[src/rtl/igw_pkg.sv]
package igw_pkg;

    typedef enum logic [2:0] {
        SM_OFF    = 3'd0,
        SM_DETACH = 3'd1,
        SM_RSV2   = 3'd2,
        SM_RSV3   = 3'd3,
        SM_RISE   = 3'd4,
        SM_FALL   = 3'd5,
        SM_HIGH   = 3'd6,
        SM_LOW    = 3'd7
    } sense_e;

    typedef enum logic [3:0] {
        OP_NOP         = 4'd0,
        OP_SET_IP_NUM  = 4'd1,
        OP_CLR_IP_NUM  = 4'd2,
        OP_SET_IE_NUM  = 4'd3,
        OP_CLR_IE_NUM  = 4'd4,
        OP_SET_IP_WORD = 4'd5,
        OP_CLR_IP_WORD = 4'd6,
        OP_SET_IE_WORD = 4'd7,
        OP_CLR_IE_WORD = 4'd8
    } op_e;

    typedef struct packed {
        logic set_ip;
        logic clr_ip;
        logic set_ie;
        logic clr_ie;
        logic cfg_hit;
    } src_req_t;

    localparam int CFG_W      = 11;
    localparam int DELEG_BIT  = 10;

    // Delegated words and reserved codes collapse to the inactive mode.
    function automatic sense_e cfg_to_sense(input logic [CFG_W-1:0] w);
        sense_e s;
        if (w[DELEG_BIT]) begin
            s = SM_OFF;
        end else begin
            s = sense_e'(w[2:0]);
            if (s == SM_RSV2 || s == SM_RSV3) s = SM_OFF;
        end
        return s;
    endfunction

    function automatic logic sense_live(input sense_e s);
        return s != SM_OFF;
    endfunction

    function automatic logic sense_wired(input sense_e s);
        return s == SM_RISE || s == SM_FALL || s == SM_HIGH || s == SM_LOW;
    endfunction

    function automatic logic sense_inverted(input sense_e s);
        return s == SM_FALL || s == SM_LOW;
    endfunction

    function automatic logic sense_level(input sense_e s);
        return s == SM_HIGH || s == SM_LOW;
    endfunction

endpackage

[src/rtl/igw_cmd_decode.sv]
module igw_cmd_decode
    import igw_pkg::*;
#(
    parameter int NSRC  = 40,
    parameter int NUMW  = 6,
    parameter int WORDW = 1
) (
    input  logic             cmd_valid,
    input  logic [3:0]       cmd_op,
    input  logic [WORDW-1:0] cmd_word,
    input  logic [31:0]      cmd_data,
    input  logic             cfg_we,
    input  logic [NUMW-1:0]  cfg_num,
    output src_req_t         req_o [NSRC]
);

    for (genvar i = 0; i < NSRC; i++) begin : g_src
        localparam int NUM  = i + 1;
        localparam int WSEL = NUM / 32;
        localparam int WBIT = NUM % 32;

        logic num_hit;
        logic word_hit;

        assign num_hit  = cmd_valid && (cmd_data == 32'(NUM));
        assign word_hit = cmd_valid && (cmd_word == WORDW'(WSEL)) && cmd_data[WBIT];

        assign req_o[i] = '{
            set_ip:  (num_hit  && cmd_op == OP_SET_IP_NUM)  ||
                     (word_hit && cmd_op == OP_SET_IP_WORD),
            clr_ip:  (num_hit  && cmd_op == OP_CLR_IP_NUM)  ||
                     (word_hit && cmd_op == OP_CLR_IP_WORD),
            set_ie:  (num_hit  && cmd_op == OP_SET_IE_NUM)  ||
                     (word_hit && cmd_op == OP_SET_IE_WORD),
            clr_ie:  (num_hit  && cmd_op == OP_CLR_IE_NUM)  ||
                     (word_hit && cmd_op == OP_CLR_IE_WORD),
            cfg_hit: cfg_we && (cfg_num == NUMW'(NUM))
        };
    end

endmodule

[src/rtl/igw_src_cell.sv]
module igw_src_cell
    import igw_pkg::*;
(
    input  logic             clk,
    input  logic             rst,
    input  logic             msg_mode,
    input  logic             raw_i,
    input  src_req_t         req_i,
    input  logic [CFG_W-1:0] cfg_word_i,
    input  logic             fwd_i,
    output logic             pend_o,
    output logic             en_o,
    output logic             rect_o
);

    sense_e sense_q;
    logic   rect;
    logic   rect_q;
    logic   rise;
    logic   live;
    logic   level_follow;
    logic   pend_q, pend_d;
    logic   en_q, en_d;

    always_ff @(posedge clk) begin
        if (rst)                sense_q <= SM_OFF;
        else if (req_i.cfg_hit) sense_q <= cfg_to_sense(cfg_word_i);
    end

    assign live         = sense_live(sense_q);
    assign rect         = sense_wired(sense_q) ? (raw_i ^ sense_inverted(sense_q)) : 1'b0;
    assign rise         = rect && !rect_q;
    assign level_follow = !msg_mode && sense_level(sense_q);

    always_comb begin
        if (!live)             pend_d = 1'b0;
        else if (level_follow) pend_d = rect;
        else                   pend_d = (pend_q && !(fwd_i || req_i.clr_ip)) || rise || req_i.set_ip;
    end

    always_comb begin
        en_d = live && ((en_q || req_i.set_ie) && !req_i.clr_ie);
    end

    always_ff @(posedge clk) begin
        if (rst) begin
            rect_q <= 1'b0;
            pend_q <= 1'b0;
            en_q   <= 1'b0;
        end else begin
            rect_q <= rect;
            pend_q <= pend_d;
            en_q   <= en_d;
        end
    end

    assign pend_o = pend_q;
    assign en_o   = en_q;
    assign rect_o = rect;

    assert_off_clear_R2: assert property (@(posedge clk) disable iff (rst)
        !live |=> (!pend_q && !en_q));

    assert_edge_capture_R4: assert property (@(posedge clk) disable iff (rst)
        (live && !level_follow && rise) |=> pend_q);

    assert_level_track_R5: assert property (@(posedge clk) disable iff (rst)
        level_follow |=> (pend_q == $past(rect)));

    assert_msg_no_rearm_R6: assert property (@(posedge clk) disable iff (rst)
        (msg_mode && !pend_q && !rise && !req_i.set_ip) |=> !pend_q);

    assert_enable_set_R7: assert property (@(posedge clk) disable iff (rst)
        (live && req_i.set_ie && !req_i.clr_ie) |=> en_q);

endmodule

[src/rtl/igw_gateway.sv]
module igw_gateway
    import igw_pkg::*;
#(
    parameter int NSRC = 40,
    localparam int NUMW  = $clog2(NSRC + 1),
    localparam int NWORD = NSRC / 32 + 1,
    localparam int WORDW = (NWORD > 1) ? $clog2(NWORD) : 1
) (
    input  logic             clk,
    input  logic             rst,
    input  logic             msg_mode,
    input  logic [NSRC-1:0]  src_in,
    input  logic             cfg_we,
    input  logic [NUMW-1:0]  cfg_num,
    input  logic [10:0]      cfg_word,
    input  logic             cmd_valid,
    input  logic [3:0]       cmd_op,
    input  logic [WORDW-1:0] cmd_word,
    input  logic [31:0]      cmd_data,
    input  logic [NSRC-1:0]  fwd_i,
    output logic [NSRC-1:0]  pend_o,
    output logic [NSRC-1:0]  en_o,
    output logic [NSRC-1:0]  rect_o,
    output logic [NSRC-1:0]  ready_o
);

    src_req_t req [NSRC];

    igw_cmd_decode #(
        .NSRC  (NSRC),
        .NUMW  (NUMW),
        .WORDW (WORDW)
    ) u_dec (
        .cmd_valid (cmd_valid),
        .cmd_op    (cmd_op),
        .cmd_word  (cmd_word),
        .cmd_data  (cmd_data),
        .cfg_we    (cfg_we),
        .cfg_num   (cfg_num),
        .req_o     (req)
    );

    for (genvar i = 0; i < NSRC; i++) begin : g_cell
        igw_src_cell u_cell (
            .clk        (clk),
            .rst        (rst),
            .msg_mode   (msg_mode),
            .raw_i      (src_in[i]),
            .req_i      (req[i]),
            .cfg_word_i (cfg_word),
            .fwd_i      (fwd_i[i]),
            .pend_o     (pend_o[i]),
            .en_o       (en_o[i]),
            .rect_o     (rect_o[i])
        );
    end

    assign ready_o = pend_o & en_o;

endmodule

[config.mk]
export PLATFORM = sky130hd
export DESIGN_NAME = igw_gateway
export DESIGN_NICKNAME = d
export VERILOG_FILES = /design/src/rtl/igw_pkg.sv /design/src/rtl/igw_cmd_decode.sv /design/src/rtl/igw_src_cell.sv /design/src/rtl/igw_gateway.sv
export SDC_FILE = /design/constraint.sdc
export NUM_CORES = 1
export LEC_CHECK = 0
export BUFFER_PORTS_ARGS = -buffer_cell sky130_fd_sc_hd__buf_4
export CAP_MARGIN = 30
export CORE_UTILIZATION = 50
export CTS_CLUSTER_SIZE = 20
export DETAILED_ROUTE_END_ITERATION = 7
export PLACE_DENSITY = 0.81
export SYNTH_ARGS = -nofsm -noshare
export SYNTH_HDL_FRONTEND = slang
export SYNTH_SLANG_ARGS = --single-unit
[constraint.sdc]
create_clock -name clk -period 5.1 [get_ports clk]
set_clock_uncertainty 0.05 [all_clocks]
set_input_delay 0.51 -clock clk [delete_from_list [all_inputs] [get_ports clk]]
set_output_delay 0.51 -clock clk [all_outputs]
set_load 0.03 [all_outputs]
==> flow_metrics.env, run 1 <==
export IMPL_grt_pass1_vias=13000
export IMPL_first_pass_iters=8
export IMPL_viasPerCell=6.13
export IMPL_ys_flop_type="dfxtp_1"
export IMPL_cp_start_kind="primary input"
export IMPL_rsz0062_at_grt="false"
export IMPL_worstRegToRegCells=5
export IMPL_yosys_area_top_type="dfxtp_1"
export IMPL_syn_nets=2139
export IMPL_yosys_warnings=0
export IMPL_max_freq_ghz=0.389
export IMPL_layout_drive_gt1_share_pct=18.6
export IMPL_p_sw_share_pct=25.3
export IMPL_ir_drop_uv=187
export IMPL_setup_violations=0
export IMPL_synth_top_cell_area_share_pct=33.6
export IMPL_wl_per_cell_um=22.2
export IMPL_rows=61
export IMPL_grt_max_degree=99
export IMPL_yosysMostFrequentCell="nand2_1"
export IMPL_yosys_top_cells_count="nand2_1, nor2_1, dfxtp_1"
export IMPL_syn2layout_area_growth_pct=15.8
export IMPL_cp_required_ps=5490
export IMPL_synthDistinctLibCells=45
export IMPL_async_flop_share_pct=0
export IMPL_fin_crit_sh_pct=50.5
export IMPL_finalHoldViolCount=0
export IMPL_finalMaxSlewViolations=0
export IMPL_hold_buffers=0
export IMPL_crit_arrival_ps=2960
export IMPL_p_int_mw=3.05
export IMPL_fp_dieH_um=171
export IMPL_numCtsBuffers=26
export IMPL_routed_wl_mm=55.0
export IMPL_p_clk_share_pct=45.6
export IMPL_antenna_found_initial=1
export IMPL_antenna_left=0
export IMPL_netlist_instances=2000
export IMPL_fp_dieW_um=171
export IMPL_vias=15200
export IMPL_fin_nets=2223
export IMPL_min_path_cells=4
export IMPL_port_buffers=291
export IMPL_p_leak_nw=6.24
export IMPL_overflow=0
export IMPL_htree_levels=1
export IMPL_powerDensity_nw_per_um2=247
export IMPL_clock_latency_ps=540
export IMPL_yosys_register_bits=240
export IMPL_slew_headroom_pct=23.7
export IMPL_max_clock_path_buffers=3
export IMPL_postCtsSetupRepairBufs=0
export IMPL_cts_tree="done"
export IMPL_pwr_share_comb_pct=8.5
export IMPL_drt_iter0_markers=2248
export IMPL_status="finished, final reports clean"
export IMPL_net_switching_power_mw=1.04
export IMPL_grt_pass1_wl_mm=79.3
export IMPL_seqPwrFrac_pct=45.9
export IMPL_die_area_sq_um=29200
export IMPL_clockRootBuffer="clkbuf_16"
export IMPL_cts_clk_slew_worst_paths_ps=60
export IMPL_drcViolationCount=0
export IMPL_fin_tns_setup_ps=0
export IMPL_track_usage_pct=36.0
export IMPL_syn_area_sq_um=14300
export IMPL_place_congestion=1.04
export IMPL_cts_resized=0
export IMPL_yosysSeqAreaShare_pct=33.6
export IMPL_hpwl_mm=41.4
export IMPL_start_util_pct=51.1
export IMPL_drv_cap=0
export IMPL_ys_top_cells_by_area="dfxtp_1, nand2_1, nor2_1"
export IMPL_finalCriticalPeriod_ps=2570
export IMPL_cts_sinks=240
export IMPL_worstPathMaxFanout=18
export IMPL_worstSetupEndpointType="flip-flop"
export IMPL_synth_enable_flop_cells=0
export IMPL_fin_util_pct=59.2
export IMPL_worst_pin_slew_ps=1130
export IMPL_pin_count=299
export IMPL_core_sq_um=27900
export IMPL_avgSynthCellArea_sq_um=7.14
export IMPL_hold_class="in -> reg"
export IMPL_path_class="in -> reg"
==> placed cells by master, fill, tap and decap left out, types with 4 or more instances in the layout <==
cell / netlist / layout
a211oi_1: 26 / 26
a21oi_1: 144 / 144
a311o_1: 6 / 6
a311oi_1: 74 / 74
a31o_2: 6 / 6
a31oi_1: 87 / 87
and2_1: 45 / 44
and3_1: 4 / 4
and4_1: 4 / 4
buf_4: 120 / 306
clkbuf_1: 113 / 5
clkbuf_16: 0 / 27
clkinv_2: 0 / 10
dfxtp_1: 240 / 240
inv_1: 84 / 84
mux2i_1: 43 / 43
nand2_1: 292 / 292
nand2b_1: 8 / 8
nand3_1: 58 / 58
nand3b_1: 7 / 7
nand4_1: 11 / 11
nor2_1: 241 / 241
nor2_4: 7 / 7
nor2b_1: 9 / 7
nor3_1: 93 / 93
nor4_1: 6 / 6
nor4b_2: 3 / 4
o21ai_0: 141 / 141
o221ai_1: 5 / 5
o22ai_1: 35 / 35
xor2_1: 40 / 40
==> per-layer routing <==
metal	global-route usage [%]	up-vias	wire [um]
met3	9.44	83	7290
met2	52.5	953	23400
met1	52.1	7123	23100
li1	-	7051	-
met5	0	-	0
met4	9.20	0	1250
==> final timing paths <==
| path | end | start | slack, ps |
|---|---|---|---|
| max | g_cell[7].u_cell.pend_o | cmd_data[7] | 2530 |
| min | g_cell[32].u_cell.pend_o | fwd_i[32] | 210 |
| max reg2reg | g_cell[21].u_cell.pend_o | g_cell[21].u_cell.sense_q[2] | 3440 |
| min reg2reg | g_cell[0].u_cell.sense_q[1] | g_cell[0].u_cell.sense_q[1] | 440 |
==> critical path: stages <==
cell and delay (ps):
buf_4 160, nor4_1 480, and4_1 450, and3_1 880
a211oi_1 190, a21oi_1 280
==> power groups by stage <==
stage          clock [mW]  combinational (mW)  sequential (mW)
2_1_floorplan           0               0.160             1.92
3_3_place_gp            0               0.331             1.92
3_5_place_dp            0               0.336             1.92
4_1_cts              1.86               0.337             1.88
5_1_grt              1.95               0.363             1.88
6_report             1.86               0.349             1.88
==> sequential cells by signal (all words and copies together) (netlist names) <==
| name | flops |
|---|---|
| g_cell.u_cell.en_o | 40 |
| g_cell.u_cell.rect_q | 40 |
| g_cell.u_cell.sense_q | 120 |
| g_cell.u_cell.pend_o | 40 |
==> cell families (layout without fill, tap and decap cells) <==
group / after synthesis / after routing / share of synthesized area (%)
buf+inv: 339 / 443 / 12.3
simple gates: 811 / 811 / 26.0
other cells: 0 / 1 / 0
flops: 240 / 240 / 33.6
xor+xnor: 40 / 40 / 2.45
mux: 43 / 43 / 3.01
compound gates: 527 / 527 / 22.6
==> final cells by class <==
| cell class | count | area [sq um] |
|---|---|---|
| Clock inverter | 13 | 97.6 |
| Fill cell | 2615 | 11400 |
| Tap cell | 378 | 473 |
| Clock buffer | 35 | 736 |
| Sequential cell | 240 | 4800 |
| Timing Repair Buffer | 311 | 2360 |
| Multi-Input combinational cell | 1421 | 7750 |
| Antenna cell | 1 | 2.50 |
| Inverter | 84 | 315 |
==> metrics by stage <==
| step | setup WS [ps] | instances | hold WS [ps] | power (mW) | cell area, sq um |
|---|---|---|---|---|---|
| 2_1_floorplan | 2810 | 2000 | 399 | 2.08 | 14300 |
| 3_3_place_gp | 2130 | 2431 | 424 | 2.25 | 15700 |
| 3_5_place_dp | 2110 | 2434 | 433 | 2.26 | 15700 |
| 4_1_cts | 2630 | 2482 | 205 | 4.08 | 16500 |
| 5_1_grt | 2430 | 2483 | 217 | 4.19 | 16500 |
| 6_report | 2530 | 2483 | 215 | 4.09 | 16500 |
No activity file was read; power rests on OpenSTA's default activity.
==> run 2: changes to the inputs <==
--- a/config.mk
+++ b/config.mk
@@ -10,7 +10,7 @@
 export CORE_UTILIZATION = 50
 export CTS_CLUSTER_SIZE = 20
 export DETAILED_ROUTE_END_ITERATION = 7
-export PLACE_DENSITY = 0.81
+export PLACE_DENSITY = 0.84
 export SYNTH_ARGS = -nofsm -noshare
 export SYNTH_HDL_FRONTEND = slang
 export SYNTH_SLANG_ARGS = --single-unit
==> constraint.sdc (replaced) <==
create_clock -name clk -period 2.2 [get_ports clk]
set_clock_uncertainty 0.05 [all_clocks]
set_input_delay 0.22 -clock clk [delete_from_list [all_inputs] [get_ports clk]]
set_output_delay 0.22 -clock clk [all_outputs]
set_load 0.03 [all_outputs]
==> run 2 against run 1 <==
Effect of this change: largest power group is now clock; via count grew 8.3%; the run now ends with hold timing left; critical endpoint is now g_cell[25].u_cell.pend_o; sequential power grew 130%; final cell count is 7.4% higher.
==> flow_metrics.env, run 2 (synthesis results as in run 1) <==
export IMPL_antenna_found_initial=0
export IMPL_critical_path_max_stage_delay_ps=560
export IMPL_startpoint="cmd_data[16]"
export IMPL_status="complete, but fails checks"
export IMPL_cts_sinks=240
export IMPL_hpwl_mm=46.2
export IMPL_globalRoute_busiestLayer="met2"
export IMPL_viasPerCell=6.18
export IMPL_r2r_start="g_cell[22].u_cell.sense_q[0]"
export IMPL_cp_start_kind="primary input"
export IMPL_setup_violations=0
export IMPL_path_common_cell="buf_4"
export IMPL_first_pass_iters=8
export IMPL_grt_max_degree=89
export IMPL_fin_crit_sh_pct=97.0
export IMPL_fin_nets=2410
export IMPL_grt_pass1_vias=14700
export IMPL_fin_util_pct=65.6
export IMPL_overflow=0
export IMPL_dpl_cell_area_sq_um=16600
export IMPL_routed_wl_mm=61.1
export IMPL_p_sw_share_pct=25.5
export IMPL_grt_pass1_wl_mm=89.3
export IMPL_pwr_share_comb_pct=10.1
export IMPL_worstPathMaxFanout=10
export IMPL_rows=61
export IMPL_met1_usage_pct=58.5
export IMPL_max_freq_ghz=0.469
export IMPL_powerDensity_nw_per_um2=551
export IMPL_worstSetupEndpointType="flip-flop"
export IMPL_crit_arrival_ps=2560
export IMPL_drcViolationCount=0
export IMPL_grt_util_met2_pct=60.0
export IMPL_core_sq_um=27900
export IMPL_final_cell_mix="buf_4, nand2_1, nor2_1"
export IMPL_hold_class="in -> reg"
export IMPL_die_area_sq_um=29200
export IMPL_mostFrequentLayoutCell="buf_4"
export IMPL_net_switching_power_mw=2.57
export IMPL_track_usage_pct=40.7
export IMPL_drt_iter0_markers=2723
export IMPL_place_congestion=0.992
export IMPL_cp_required_ps=2620
export IMPL_place_ws_ps=-132
export IMPL_worst_pin_slew_ps=889
export IMPL_regMostFlops="g_cell.u_cell.sense_q"
export IMPL_totalPowerFinal_mw=10.1
export IMPL_fillers=2394
export IMPL_finalMaxSlewViolations=0
export IMPL_p_leak_nw=7.18
export IMPL_numCtsBuffers=28
export IMPL_use_met3_pct=9.48
export IMPL_fin_ws_ps=66.7
export IMPL_cts_clk_slew_worst_paths_ps=70
export IMPL_largest_register_ffs=120
export IMPL_ir_drop_uv=539
export IMPL_finalCriticalPeriod_ps=2130
export IMPL_clock_latency_ps=580
export IMPL_slowest_stage="dlygate4sd3_1"
export IMPL_fp_dieW_um=171
export IMPL_fp_dieH_um=171
export IMPL_drv_cap=0
export IMPL_p_clk_share_pct=46.7
export IMPL_postLayoutCellArea_sq_um=18300
export IMPL_slew_headroom_pct=40.3
export IMPL_start_util_pct=51.1
export IMPL_regArea_sq_um=4800
export IMPL_clockRootBuffer="clkbuf_16"
export IMPL_antenna_left=0
export IMPL_multiInputGateArea_sq_um=7770
export IMPL_reg2reg_to="g_cell[22].u_cell.pend_o"
export IMPL_reg2reg_slack_ps=330
export IMPL_port_buffers=291
export IMPL_max_clock_path_buffers=3
export IMPL_wl_per_cell_um=22.9
export IMPL_violations="hold timing"
export IMPL_vias=16500
export IMPL_layout_drive_gt1_share_pct=22.4
export IMPL_path_class="in -> reg"
export IMPL_p_int_mw=7.52
export IMPL_finalHoldViolCount=1
export IMPL_syn2layout_area_growth_pct=28.2
export IMPL_htree_levels=1
export IMPL_cts_tree="done"
export IMPL_worstRegToRegCells=6
export IMPL_seqPwrFrac_pct=43.1
export IMPL_path_cells="buf_4 > nor4b_1 > buf_4 > and4_1 > buf_4 > nand3_1 > buf_4 > o21ai_1 > a31oi_1 > dlygate4sd3_1"
export IMPL_fin_hold_ws_ps=-0.226
export IMPL_pin_count=299
export IMPL_rsz0062_at_grt="false"
export IMPL_endpoint="g_cell[25].u_cell.pend_o"
export IMPL_diodes=0
-- run 2: cell count changes in the layout (fill, tap and decap cells not counted), moves of 2 or more --
cell	previous run	this run
buf_6	1	3
clkinvlp_4	0	3
o21ai_1	0	4
buf_12	2	9
clkbuf_1	5	1
o21ai_0	141	136
dlygate4sd3_1	0	68
buf_4	306	414
clkinv_2	10	5
clkbuf_8	3	6
-- run 2: worst min path at each step --
stage                                             from                           end  slack [ps]  cells past startpoint
final                                       src_in[33]      g_cell[33].u_cell.pend_o        -0.2                      4
after global routing                      cmd_data[27]        g_cell[26].u_cell.en_o          30                      3
after CTS                                   src_in[13]      g_cell[13].u_cell.rect_q           2                      4
after detailed placement  g_cell[37].u_cell.sense_q[1]  g_cell[37].u_cell.sense_q[1]         420                      2
after global placement    g_cell[37].u_cell.sense_q[1]  g_cell[37].u_cell.sense_q[1]         410                      2
after floorplan                               fwd_i[0]       g_cell[0].u_cell.pend_o         360                      3
-- run 2: layer usage --
metal	part of all wire, %	up-vias
met3	13	134
met1	41	7772
met2	42	1150
met4	3.1	0
met5	0	-
li1	-	7418
-- run 2: metrics by stage --
step	TNS, ps	cells
2_1_floorplan	0	2000
3_3_place_gp	-182	2541
3_5_place_dp	-254	2541
4_1_cts	0	2659
5_1_grt	0	2666
6_report	0	2666
-- run 2: power by group through the flow --
stage,sequential (mW),clock [mW],combinational [mW]
3_5_place_dp,4.45,0,0.876
6_report,4.36,4.72,1.02
5_1_grt,4.35,4.90,1.06
3_3_place_gp,4.45,0,0.868
2_1_floorplan,4.45,0,0.371
4_1_cts,4.36,4.72,0.975
-- run 2: layout make-up --
class                           instances  area share (%)
Timing Repair Buffer                  496            21.9
Clock buffer                           35            4.30
Sequential cell                       240            26.2
Clock inverter                         12           0.799
Inverter                               84            1.72
Tap cell                              378            2.58
Multi-Input combinational cell       1421            42.4
-- run 2: timing repair --
item	in CTS	in global routing
hold buffers	71	0
hold endpoints to repair	66	0
endpoints found under the setup margin	0	6
gates resized for setup	0	13
setup buffers	0	8
-- run 2: worst max-delay path: cells and delay by family --
kind / cells / cell delay [ps]
compound gates: 2 / 290
buf+inv: 5 / 1250
simple gates: 3 / 790
